[config.mk]
export PLATFORM = sky130hd
export DESIGN_NAME = dac_ctrl_regs
export DESIGN_NICKNAME = d
export VERILOG_FILES = /design/src/rtl/dac_ctrl_pkg.sv /design/src/rtl/dac_ctrl_seq.sv /design/src/rtl/dac_ctrl_dp.sv /design/src/rtl/dac_ctrl_regs.sv
export SDC_FILE = /design/constraint.sdc
export NUM_CORES = 1
export LEC_CHECK = 0
export ABC_AREA = 1
export ABC_CLOCK_PERIOD_IN_PS = 2200
export BUFFER_PORTS_ARGS = -buffer_cell sky130_fd_sc_hd__buf_2
export CORE_MARGIN = 2
export CORE_UTILIZATION = 55
export DETAILED_ROUTE_END_ITERATION = 10
export GPL_TIMING_DRIVEN = 0
export PLACE_DENSITY = 0.85
export SLEW_MARGIN = 40
export SYNTH_ARGS = -nofsm -noshare
export SYNTH_HDL_FRONTEND = slang
export SYNTH_SLANG_ARGS = --single-unit
[constraint.sdc]
create_clock -name clk -period 2.2 [get_ports clk]
set_clock_uncertainty 0.2 [all_clocks]
set_input_delay 0.22 -clock clk [delete_from_list [all_inputs] [get_ports clk]]
set_output_delay 0.22 -clock clk [all_outputs]
set_load 0.03 [all_outputs]
[src/rtl/dac_ctrl_pkg.sv]
package dac_ctrl_pkg;
  localparam int CH_N   = 2;
  localparam int ADDR_W = $clog2(CH_N) + 1;
  localparam int SEL_W  = (CH_N > 1) ? $clog2(CH_N) : 1;

  typedef enum logic [1:0] {
    OP_NOP    = 2'b00,
    OP_WRITE  = 2'b01,
    OP_UPDATE = 2'b10,
    OP_WRUPD  = 2'b11
  } cmd_op_e;

  // strobes from the sequencer to the register datapath
  typedef struct packed {
    logic            capture;
    logic            clearAct;
    logic            useManSpan;
    logic [CH_N-1:0] wrIn;
    logic [CH_N-1:0] upd;
    logic [CH_N-1:0] markBad;
  } ctrl_strobe_t;
endpackage

[src/rtl/dac_ctrl_seq.sv]
module dac_ctrl_seq
  import dac_ctrl_pkg::*;
(
  input  logic              clk,
  input  logic              rstN,
  input  logic              frameN,
  input  logic [1:0]        cmdOp,
  input  logic [ADDR_W-1:0] cmdAddr,
  input  logic              ldacN,
  input  logic              clrN,
  input  logic              brownout,
  input  logic              manSpanEn,
  output ctrl_strobe_t      strobe,
  output logic              integFlagN
);
  logic              frameOpenQ;
  logic              abortQ;
  cmd_op_e           capOp;
  logic [ADDR_W-1:0] capAddr;
  logic [CH_N-1:0]   selMask;
  logic              frameEnd;
  logic              execute;
  logic              opWrites;
  logic              opUpdates;

  always_ff @(posedge clk or negedge rstN) begin
    if (!rstN) begin
      frameOpenQ <= 1'b0;
      abortQ     <= 1'b0;
      capOp      <= OP_NOP;
      capAddr    <= '0;
      integFlagN <= 1'b0;
    end else begin
      frameOpenQ <= !frameN;
      if (!frameN) begin
        capOp   <= cmd_op_e'(cmdOp);
        capAddr <= cmdAddr;
      end
      // a clear seen anywhere in an open frame cancels its command
      if (!clrN && (!frameN || frameOpenQ)) abortQ <= 1'b1;
      else if (!frameN && !frameOpenQ)      abortQ <= 1'b0;
      if (!clrN || brownout)                integFlagN <= 1'b0;
      else if (execute && opUpdates)        integFlagN <= 1'b1;
    end
  end

  always_comb begin
    for (int c = 0; c < CH_N; c++) begin
      selMask[c] = (capAddr == '1) || (capAddr == ADDR_W'(c));
    end
  end

  assign opWrites  = (capOp == OP_WRITE)  || (capOp == OP_WRUPD);
  assign opUpdates = (capOp == OP_UPDATE) || (capOp == OP_WRUPD);
  assign frameEnd  = frameOpenQ && frameN;
  assign execute   = frameEnd && clrN && !abortQ && (capOp != OP_NOP);

  always_comb begin
    strobe            = '0;
    strobe.capture    = !frameN;
    strobe.clearAct   = !clrN;
    strobe.useManSpan = manSpanEn;
    strobe.wrIn       = (execute && opWrites) ? selMask : '0;
    strobe.upd        = ((execute && opUpdates) ? selMask : '0)
                      | ((!ldacN && clrN) ? {CH_N{1'b1}} : '0);
    strobe.markBad    = (frameEnd && (abortQ || !clrN) && opWrites) ? selMask : '0;
  end
endmodule

[src/rtl/dac_ctrl_dp.sv]
module dac_ctrl_dp
  import dac_ctrl_pkg::*;
#(
  parameter int CODE_W = 16,
  parameter int SPAN_W = 4
) (
  input  logic                     clk,
  input  logic                     rstN,
  input  ctrl_strobe_t             strobe,
  input  logic [CODE_W-1:0]        cmdCode,
  input  logic [SPAN_W-1:0]        cmdSpan,
  input  logic [SPAN_W-1:0]        spanPins,
  input  logic [SEL_W-1:0]         rdSel,
  output logic [CODE_W-1:0]        rdCode,
  output logic [SPAN_W-1:0]        rdSpan,
  output logic                     rdBad,
  output logic [CH_N*CODE_W-1:0]   dacCode,
  output logic [CH_N*SPAN_W-1:0]   dacSpan
);
  logic [CODE_W-1:0] capCode;
  logic [SPAN_W-1:0] capSpan;
  logic [CODE_W-1:0] inCode  [CH_N];
  logic [SPAN_W-1:0] inSpan  [CH_N];
  logic              inBad   [CH_N];
  logic [CODE_W-1:0] actCode [CH_N];
  logic [SPAN_W-1:0] actSpan [CH_N];

  always_ff @(posedge clk or negedge rstN) begin
    if (!rstN) begin
      capCode <= '0;
      capSpan <= '0;
    end else if (strobe.capture) begin
      capCode <= cmdCode;
      capSpan <= cmdSpan;
    end
  end

  for (genvar c = 0; c < CH_N; c++) begin : g_ch
    logic [CODE_W-1:0] srcCode;
    logic [SPAN_W-1:0] srcSpan;
    assign srcCode = strobe.wrIn[c] ? capCode : inCode[c];
    assign srcSpan = strobe.useManSpan ? spanPins
                   : (strobe.wrIn[c] ? capSpan : inSpan[c]);

    always_ff @(posedge clk or negedge rstN) begin
      if (!rstN) begin
        inCode[c]  <= '0;
        inSpan[c]  <= '0;
        inBad[c]   <= 1'b0;
        actCode[c] <= '0;
        actSpan[c] <= '0;
      end else begin
        if (strobe.wrIn[c]) begin
          inCode[c] <= capCode;
          inSpan[c] <= capSpan;
          inBad[c]  <= 1'b0;
        end else if (strobe.markBad[c]) begin
          inBad[c]  <= 1'b1;
        end
        if (strobe.clearAct) begin
          actCode[c] <= '0;
        end else if (strobe.upd[c]) begin
          actCode[c] <= srcCode;
          actSpan[c] <= srcSpan;
        end
      end
    end

    assign dacCode[c*CODE_W +: CODE_W] = actCode[c];
    assign dacSpan[c*SPAN_W +: SPAN_W] = actSpan[c];
  end

  assign rdCode = inCode[rdSel];
  assign rdSpan = inSpan[rdSel];
  assign rdBad  = inBad[rdSel];
endmodule

[src/rtl/dac_ctrl_regs.sv]
module dac_ctrl_regs
  import dac_ctrl_pkg::*;
#(
  parameter int CODE_W = 16,
  parameter int SPAN_W = 4
) (
  input  logic                   clk,
  input  logic                   rstN,
  input  logic                   frameN,
  input  logic [1:0]             cmdOp,
  input  logic [ADDR_W-1:0]      cmdAddr,
  input  logic [CODE_W-1:0]      cmdCode,
  input  logic [SPAN_W-1:0]      cmdSpan,
  input  logic                   ldacN,
  input  logic                   clrN,
  input  logic                   brownout,
  input  logic                   manSpanEn,
  input  logic [SPAN_W-1:0]      spanPins,
  input  logic [SEL_W-1:0]       rdSel,
  output logic [CODE_W-1:0]      rdCode,
  output logic [SPAN_W-1:0]      rdSpan,
  output logic                   rdBad,
  output logic [CH_N*CODE_W-1:0] dacCode,
  output logic [CH_N*SPAN_W-1:0] dacSpan,
  output logic                   integFlagN
);
  ctrl_strobe_t strobe;

  dac_ctrl_seq u_seq (
    .clk        (clk),
    .rstN       (rstN),
    .frameN     (frameN),
    .cmdOp      (cmdOp),
    .cmdAddr    (cmdAddr),
    .ldacN      (ldacN),
    .clrN       (clrN),
    .brownout   (brownout),
    .manSpanEn  (manSpanEn),
    .strobe     (strobe),
    .integFlagN (integFlagN)
  );

  dac_ctrl_dp #(.CODE_W(CODE_W), .SPAN_W(SPAN_W)) u_dp (
    .clk      (clk),
    .rstN     (rstN),
    .strobe   (strobe),
    .cmdCode  (cmdCode),
    .cmdSpan  (cmdSpan),
    .spanPins (spanPins),
    .rdSel    (rdSel),
    .rdCode   (rdCode),
    .rdSpan   (rdSpan),
    .rdBad    (rdBad),
    .dacCode  (dacCode),
    .dacSpan  (dacSpan)
  );
endmodule

======== Yosys cells after proc, flatten, opt, wreduce, memory -nomap -nowiden ========
Cells that the tools add are included.
storage, ports and cells
  register bits ........................... 109
  latch bits .............................. 0
  memory bits (writable) .................. 0
  memory bits (read-only) ................. 0
  output and inout port bits .............. 62
  word-level logic and storage cells ...... 89
  memories kept ........................... 0
cells by class
  $add $sub $neg .......................... 0
  multiply operators ...................... 0
  divide/modulo/power cells ............... 0
  $lt $le $gt $ge ......................... 1
  equal/unequal tests ..................... 7
  shifts and indexed selects .............. 0
  muxes and demuxes ....................... 31
  bitwise gates (word level) .............. 2
  reduce and logical (&&, ||, !) cells .... 31
operators by type and width
  cell                  number
  $mux W16              9
  $mux W4               7
  $logic_and A1 B1 Y1   11
  $mux W1               11
  $reduce_bool A2 Y1    5
  $mux W2               4
  $logic_or A1 B1 Y1    7
  $eq A2 B2 Y1 const B  3
  $logic_not A1 Y1      5
  $eq A2 B1 Y1 const B  2
  $ne A2 B1 Y1 const B  2
  $reduce_and A2 Y1     2
  $ge A2 B2 Y1 const B  1
  $logic_not A2 Y1      1
  $not A1 Y2            1
  $or A2 B2 Y2          1

======== Depth between registers and ports, before layout ========
Gate-level depths: netlist (run 1).
  depth after elaboration ................. 9
  gate-level depth with buffers ........... 10
  gate-level depth less buffers ........... 9

======== Modules after synthesis ========
Synthesis (run 1) repeated with hierarchy kept, for this count alone.
second synthesis, totals
  cell total of the unflattened synthesis .. 538
  area total of the unflattened synthesis .. 4653.2 um^2
modules (own cells, without submodules)
  module        times used  cells each  area an instance (um^2)  seq. area each (um^2)
  dac_ctrl_dp   1           491         4257.8                   2552.4
  dac_ctrl_seq  1           47          395.4                    175.2

======== Least setup slack after synthesis (run 1) ========
Ideal clock, no wire load.
  kind .................................... register -> register
  from .................................... reg u_seq.capAddr[0]
  to ...................................... reg u_dp.actCode (netlist bit u_dp.dacCode[10])
  arrival ................................. 1540 ps
  path slack .............................. 343 ps
  cell stages (with the launch flop) ...... 9
  buffers on the path ..................... 2
  path through ............................ dfrtp_1 > ha_1 > clkbuf_1 > nand4_2 > nand2_2 > nor2_4 > buf_2 > nand2_1 > nand2_1
on the way
  cells in the longest elaborated chain, start to end .. 6
ends and longest elaborated chain
  what                                                     line                source
  start: declaration                                       dac_ctrl_seq.sv:19  logic [ADDR_W-1:0] capAddr;
  start signal: assignment                                 dac_ctrl_seq.sv:37  capAddr <= cmdAddr;
  $eq A2 B2 Y1 / $logic_not A2 Y1 (equally long branches)  dac_ctrl_seq.sv:49  selMask[c] = (capAddr == '1) || (capAddr == ADDR_W'(c));
  $logic_or A1 B1 Y1 *                                     dac_ctrl_seq.sv:49
  $mux W2                                                  dac_ctrl_seq.sv:63  strobe.wrIn = (execute && opWrites) ? selMask : '0;
  $mux W16                                                 --
  $mux W16                                                 dac_ctrl_dp.sv:62   end else if (strobe.upd[c]) begin
  $mux W16                                                 dac_ctrl_dp.sv:60   if (strobe.clearAct) begin
  end signal: indexed assignment                           dac_ctrl_dp.sv:63   actCode[c] <= srcCode;
  end: declaration                                         dac_ctrl_dp.sv:25   logic [CODE_W-1:0] actCode [CH_N];
Every way passes the cells marked *; elsewhere a longest branch is shown, timed or not. The select of a mux whose other input is x is not followed.
A chain may end at the register's enable or synchronous reset.

======== Worst setup path after layout (run 1) ========
  from .................................... reg u_seq.capAddr[0]
  to ...................................... reg u_dp.actCode (netlist bit u_dp.dacCode[2])
on the way
  cells in the longest elaborated chain, start to end .. 6
ends and longest elaborated chain
  what                                                     line                source
  $eq A2 B2 Y1 / $logic_not A2 Y1 (equally long branches)  dac_ctrl_seq.sv:49
  $logic_or A1 B1 Y1 *                                     dac_ctrl_seq.sv:49
  $mux W2 *                                                dac_ctrl_seq.sv:63
  $mux W16 *                                               --
  net u_dp.g_ch[0].srcCode[2]                              dac_ctrl_dp.sv:39   logic [CODE_W-1:0] srcCode;
  $mux W16 *                                               dac_ctrl_dp.sv:62
  $mux W16 *                                               dac_ctrl_dp.sv:60
Mark *: on every way through the listed nets, which the timed path passes. The rest lies on a longest branch. The select of a mux whose other input is x is not followed.

==> results of run 1 <==
==> worst max-delay path by stage <==
stage / endpoint / depth (start not counted) / slack [ns] / from
after floorplan: u_dp.dacCode[10]$_DFFE_PN0P_ / 8 / 0.34 / u_seq.capAddr[0]$_DFFE_PN0N_
after CTS: u_dp.dacCode[9]$_DFFE_PN0P_ / 7 / 0.08 / u_seq.capAddr[0]$_DFFE_PN0N_
final: u_dp.dacCode[2]$_DFFE_PN0P_ / 7 / 0.12 / u_seq.capAddr[0]$_DFFE_PN0N_
after global placement: u_dp.dacCode[26]$_DFFE_PN0P_ / 1 / -0.43 / rstN
after detailed placement: u_dp.dacCode[1]$_DFFE_PN0P_ / 8 / 0.02 / u_seq.capAddr[0]$_DFFE_PN0N_
after global routing: u_dp.dacCode[30]$_DFFE_PN0P_ / 9 / 0.009 / u_seq.capAddr[0]$_DFFE_PN0N_
==> state kept, by name, indices dropped and copies added, names as in the netlist <==
register	flops
u_dp.inSpan	8
u_dp.inBad	2
u_seq.integFlagN	1
u_dp.dacCode	32
u_seq.capAddr	2
u_seq.capOp	2
u_dp.capCode	16
u_dp.inCode	32
u_seq.frameOpenQ	1
u_seq.abortQ	1
u_dp.dacSpan	8
u_dp.capSpan	4
==> power by group through the flow <==
stage,Combinational (µW),Sequential [µW],Clock [µW]
finish,789,2240,1350
detailed placement,740,2280,0
global placement,710,2270,0
global route,869,2260,1440
CTS,787,2240,1360
floorplan,398,2350,0
==> final cells by class <==
type	instances	area (µm²)
buffer	23	156.4
clock buffer	10	127.6
clock inverter	6	92.59
fill	616	2374
inverter	62	232.7
multi-input combinational	341	1654
sequential	109	2728
tap	105	131.4
timing repair buffer	126	803.3
==> cells in the final DEF (no fill, tap or decap), types with 2 or more instances in the layout <==
cell,instances
o21ai_0,47
o21ai_1,13
bufinv_16,2
nand2_1,194
inv_1,61
clkinvlp_4,2
nor2_1,9
buf_6,6
nand4_4,3
nand4_1,9
buf_4,4
a21oi_1,17
dfrtp_1,109
dlygate4sd3_1,28
buf_2,98
nand2_2,5
clkbuf_4,2
and2_1,8
clkbuf_1,10
nor2_4,3
nand3_1,8
clkbuf_8,9
ha_1,2
o21ai_2,18
inv_6,2
==> cell families (layout without fill, tap and decap cells) <==
kind of cell	Yosys count	count (layout)	share of synthesized area [%]
and+or+nand+nor	242	242	22.13
buffers and inverters	86	227	8.147
AOI/OAI and AO/OA	97	97	11.91
DFF	109	109	57.29
adders and majority gates	2	2	0.5255
==> metrics by stage <==
step,setup TNS [ns],cell area [µm²],instances,power [µW]
after CTS,0,5912,782,4386
after detailed placement,0,5415,739,3018
final,0,5926,782,4381
after global routing,0,5926,782,4572
after floorplan,0,4761,536,2747
after global placement,-46.39,5378,738,2979
==> metal layers <==
metal,wire (µm),global-route usage [%],up-vias
met5,0,0,-
met4,222,9.967,0
met3,737,3.902,22
met2,6025,44.82,151
met1,5136,36.29,1957
li1,-,-,1953
==> worst max-delay path: stages, from the launching register on <==
cell and delay (ns):
dfrtp_1 0.42, ha_1 0.49, nand4_4 0.30, buf_4 0.29
nand2_1 0.08, o21ai_1 0.09, nand2_1 0.07, nand2_1 0.05
==> cells in the mapped netlist, drive strengths merged, types with 2 or more instances <==
master	n	area [µm²]
dfrtp	109	2728
nand3	8	40.04
buf	14	117.6
clkbuf	10	37.54
a21oi	17	85.08
nand2	199	759.5
inv	62	232.7
ha	2	25.02
nand4	13	123.9
o21ai	79	474.2
and2	8	50.05
nor2	13	73.82
==> repair_timing <==
action	in CTS	in global routing
setup endpoints to repair	5	14
cloned	0	0
hold endpoints to repair	135	0
resized for setup	0	3
hold buffers	28	0
==> run_results.csv, run 1 <==
group,metric,value,unit
run_status,outcome,"finished, final reports clean",
worst_hold_path,hold_depth,5,
clocking,clock_latency,0.38,ns
yosys,synth_cell_types,25,
clocking,cts_buffers,9,
detailed_routing,wl_per_cell,15.50,µm
cells_and_area,drive_gt1_share,23.78,%
yosys,synth_edf_count,0,
job,maxCapViolCount,0,
power,p_int,3061,µW
yosys,syn-instance-count,536,
critical_path,reg2reg_depth,7,
sta,setup_viol,0,
power,switching_share,30.11,%
floorplan,die_w,97.04,µm
detailed_routing,drtAntennaViolNets,0,
sta,finalHoldViolCount,0,
cells_and_area,nNetsFinal,710,
sta,hold_slack,0.02272,ns
detailed_routing,via_per_inst,5.221,
sta,rsz0062_at_grt,"false",
floorplan,dieArea,0.009416,mm²
critical_path,crit_fanout,10,
detailed_routing,num_vias,4083,
sta,period_share,94.73,%
floorplan,die_y,97.04,µm
detailed_routing,drc,0,
detailed_routing,totalWireLength,12120,µm
sta,worstMarginPinSlew,0.6035,ns
critical_path,cp.arrival,2.16,ns
power,ir_drop,432.5,µV
global_route,track_usage,26.97,%
yosys,yosys_warnings,0,
floorplan,ios,98,
sta,maxSlewViolCount,0,
critical_path,r2r_setup_slack,0.12,ns
clocking,tritoncts,"done",
clocking,cts_setup_buffers,0,
yosys,synth_ff_type,"dfrtp_1",
place,port_buffers,97,
global_route,overflow,0,
critical_path,crit-reg2reg-launch,"u_seq.capAddr[0]$_DFFE_PN0N_",
worst_hold_path,min-delay-start,"spanPins[2]",
detailed_routing,firstDrtPassIters,5,
floorplan,fp-row-count,33,
power,seq_power_share,51.2,%
place,gp_congestion,0.8472,
critical_path,r2r-end,"u_dp.dacCode[2]$_DFFE_PN0P_",
global_route,antenna_found_initial,0,
floorplan,coreArea,0.008299,mm²
clocking,clk_pin_slew_worst_paths,0.10,ns
worst_hold_path,hold_end,"u_dp.dacSpan[6]$_DFFE_PN0P_",
yosys,syn_nets,574,
worst_hold_path,hold_path.class,"in -> reg",
clocking,cts.sinks,109,
yosys,ys_seq_area_share,57.29,%
global_route,grt_max_degree,60,
detailed_routing,dr.first_iter.drc_count,286,
critical_path,endpoint_kind,"register",
sta,min_period,2.084,ns
yosys,syn_area_per_cell,8.882,µm²
power,p_leak,0.003139,µW
clocking,cts_buffer_depth,2,
critical_path,crit_type,"reg -> reg",
place,post-place-ws,0.02009,ns
yosys,async_reset_ff_share,100.0,%
yosys,synth_seq_cells,109,
critical_path,startpoint_type,"register",
floorplan,initial_core_util,57.36,%
cells_and_area,diodes,0,
global_route,grt_pass1_wl,20180,µm
cells_and_area,area_growth,24.47,%
clocking,htreeDepth,3,
sta,timing.final.ws_setup,0.1159,ns
critical_path,cp_data_required_time,2.28,ns
global_route,grt_pass1_vias,4125,
power,clock_power_share,30.8,%
power,cellPowerDensity,739.3,mW/mm²
cells_and_area,fin_util,71.40,%
power,p_comb_share,18.0,%
clocking,root_buffer,"clkbuf_8",
sta,fmax,479.8,MHz
place,hpwl,8263,µm
yosys,syn_area,0.004761,mm²
power,power.switching,1319,µW
sta,relSlewSlack,59.76,%
Note: power is estimated with default switching activity, not from simulation.
==> run 2: changes to the inputs <==
--- a/config.mk
+++ b/config.mk
@@ -8,12 +8,13 @@
 export ABC_AREA = 1
 export ABC_CLOCK_PERIOD_IN_PS = 2200
 export BUFFER_PORTS_ARGS = -buffer_cell sky130_fd_sc_hd__buf_2
-export CORE_MARGIN = 2
-export CORE_UTILIZATION = 55
+export CORE_MARGIN = 1.5
+export CORE_UTILIZATION = 54
 export DETAILED_ROUTE_END_ITERATION = 10
 export GPL_TIMING_DRIVEN = 0
-export PLACE_DENSITY = 0.85
+export PLACE_DENSITY = 0.84
 export SLEW_MARGIN = 40
 export SYNTH_ARGS = -nofsm -noshare
 export SYNTH_HDL_FRONTEND = slang
+export SYNTH_HIERARCHICAL = 1
 export SYNTH_SLANG_ARGS = --single-unit
==> run 2 against run 1 <==
- via count rose by 2.9%
- wire length rose by 5.2%
- combinational power is 24% higher
- sequential power up 4%
- core utilization down 1.0 points
- synthesized cell count rose by 0.37%
- global-route usage grew 3.0 points
- die area decreased by 2.5%
- total power is 4.2% higher
- design area shrank 1.4%
- critical endpoint is now u_dp/dacCode[31]$_DFFE_PN0P_
==> run_results.csv, run 2 <==
group,metric,value,unit
run_status,outcome,"finished, final reports clean",
global_route,use_met3,4.107,%
power,p_total,4565,µW
power,ir_drop,518.4,µV
clocking,tritoncts,"done",
yosys,synth_ff_type,"dfrtp_1",
critical_path,cp_data_required_time,2.28,ns
critical_path,crit_type,"in -> reg",
yosys,syn_nets,576,
cells_and_area,diodes,0,
floorplan,coreArea,0.008299,mm²
global_route,grt_util_met2,51.35,%
clocking,clk_pin_slew_worst_paths,0.10,ns
power,p_leak,0.003130,µW
yosys,yosys_warnings,6,
detailed_routing,drtAntennaViolNets,0,
job,maxCapViolCount,0,
yosys,synth_area_leaders,"dfrtp_1, nand2_1, o21ai_0",
yosys,synth_edf_count,0,
sta,period_share,94.72,%
yosys,syn_area_per_cell,8.649,µm²
yosys,synth_seq_cells,109,
detailed_routing,totalWireLength,12750,µm
global_route,grt_pass1_wl,20130,µm
clocking,root_buffer,"clkbuf_8",
yosys,syn_area,0.004653,mm²
place,port_buffers,96,
yosys,yosysTopAreaCellShare,58.62,%
clocking,cts_buffers,9,
yosys,synth_area_leader_cell,"dfrtp_1",
global_route,top_usage_layer,"met2",
floorplan,dieArea,0.009183,mm²
global_route,grt_use_met1,37.47,%
yosys,synthTopCellsByCount,"nand2_1, dfrtp_1, o21ai_0",
cells_and_area,drive_gt1_share,22.32,%
sta,setup_viol,0,
power,cellPowerDensity,781.6,mW/mm²
yosys,ys_seq_area_share,58.62,%
sta,fmax,479.9,MHz
cells_and_area,nNetsFinal,714,
sta,maxSlewViolCount,0,
cells_and_area,final_cell_mix,"nand2_1, dfrtp_1, buf_2, o21ai_0, inv_1",
yosys,syn-instance-count,538,
detailed_routing,num_vias,4200,
sta,finalHoldViolCount,0,
worst_hold_path,hold_path.class,"in -> reg",
sta,relSlewSlack,59.64,%
floorplan,fp-row-count,33,
detailed_routing,drc,0,
yosys,synth_cell_types,22,
cells_and_area,area_growth,25.52,%
critical_path,endpoint_kind,"register",
clocking,cts.sinks,109,
detailed_routing,via_per_inst,5.344,
critical_path,crit_fanout,10,
global_route,grt_max_degree,58,
critical_path,cp.arrival,2.16,ns
critical_path,startpoint_type,"primary input",
global_route,overflow,0,
floorplan,ios,98,
detailed_routing,firstDrtPassIters,5,
floorplan,die_w,95.83,µm
detailed_routing,wl_per_cell,16.23,µm
yosys,async_reset_ff_share,100.0,%
sta,worstMarginPinSlew,0.6055,ns
place,hpwl,8292,µm
yosys,synth.most_common_cell,"nand2_1",
clocking,htreeDepth,3,
clocking,cts_buffer_depth,2,
sta,min_period,2.084,ns
floorplan,initial_core_util,56.07,%
global_route,track_usage,29.95,%
sta,rsz0062_at_grt,"true",
detailed_routing,dr.first_iter.drc_count,257,
floorplan,die_y,95.83,µm
global_route,antenna_found_initial,0,
global_route,grt_pass1_vias,4226,
clocking,clock_latency,0.38,ns
sta,hold_slack,0.004977,ns
place,gp_congestion,0.8117,
cells_and_area,mostFrequentLayoutCell,"nand2_1",
## run 2: cell types whose count changed in the layout (fill, tap and decap cells not counted), moves of 5 or more
cell | previous run | this run
nand3_1 | 8 | 40
nand2_1 | 194 | 170
o21ai_0 | 47 | 63
nor2_1 | 9 | 23
o21ai_1 | 13 | 3
a21oi_1 | 17 | 8
nand4_1 | 9 | 0
o21ai_2 | 18 | 12
inv_2 | 1 | 6
## run 2: cell families after synthesis
family / after synthesis / share of synthesized area, %
and+or+nand+nor: 250 / 22.32
AOI/OAI and AO/OA: 87 / 10.41
DFF: 109 / 58.62
adders and majority gates: 2 / 0.5377
buffers and inverters: 90 / 8.120
## run 2: critical path: stages
cell and delay [ns]:
dlygate4sd3_1 0.53, buf_2 0.12, inv_2 0.06, nor2_4 0.15, nand3_2 0.14, nor2_4 0.21
inv_2 0.15, buf_6 0.17, nand2_1 0.08, o21ai_0 0.14, nand2_1 0.12, nand2_1 0.06
## run 2: final cells by class
class                      count  area, µm²
tap                          105      131.4
sequential                   109       2728
fill                         629       2459
inverter                      65      244.0
clock inverter                 6      68.82
clock buffer                  10      137.6
buffer                        24      137.6
multi-input combinational    339       1565
timing repair buffer         128      828.3
## run 2: path summary, 6_finish.rpt
| path | start | end | slack, ns | cells past startpoint |
|---|---|---|---|---|
| hold reg to reg | u_dp/inCode[9]$_DFF_PN0_ | u_dp/inCode[9]$_DFF_PN0_ | 0.31 | 2 |
| max in group asynchronous | rstN | u_dp/dacCode[27]$_DFFE_PN0P_ | 1.07 | 3 |
| min in group asynchronous | rstN | u_seq/capOp[1]$_DFFE_PN0N_ | 0.11 | 2 |
| setup reg to reg | u_seq/capAddr[0]$_DFFE_PN0N_ | u_dp/dacCode[31]$_DFFE_PN0P_ | 0.13 | 9 |
| hold / removal | spanPins[2] | u_dp/dacSpan[2]$_DFFE_PN0P_ | 0.005 | 5 |
| setup / recovery | clrN | u_dp/dacCode[31]$_DFFE_PN0P_ | 0.12 | 12 |
## run 2: routing by layer
layer | wire length [µm] | part of all wire [%] | vias up
met5 | 0 | 0 | -
met3 | 915 | 7.2 | 35
li1 | - | - | 1950
met2 | 6504 | 51 | 199
met1 | 4932 | 39 | 2016
met4 | 401 | 3.1 | 0
## run 2: where the power goes
part | total, µW | internal [µW] | switching (µW)
registers | 2320 | 2220 | 102
logic | 978 | 299 | 680
clock network | 1270 | 566 | 700
## run 2: metrics by stage
| step | worst slack (ns) | utilization (%) | cells | TNS (ns) | instance area, µm² |
|---|---|---|---|---|---|
| 2_1_floorplan | 0.4757 | - | 538 | 0 | 4653 |
| 3_5_place_dp | 0.04314 | 63.89 | 740 | 0 | 5303 |
| 6_report | 0.1162 | 70.38 | 786 | 0 | 5841 |
| 4_1_cts | 0.06346 | 70.15 | 787 | 0 | 5822 |
| 3_3_place_gp | -0.4517 | 63.44 | 739 | -48.72 | 5265 |
| 5_1_grt | -0.04073 | 70.38 | 786 | -0.05561 | 5841 |
## run 2: timing repair
action	CTS	global route
gates resized for setup	1	11
endpoints found under the setup margin	2	34
buffers inserted	0	0
hold buffers	31	0
hold endpoints to repair	136	0
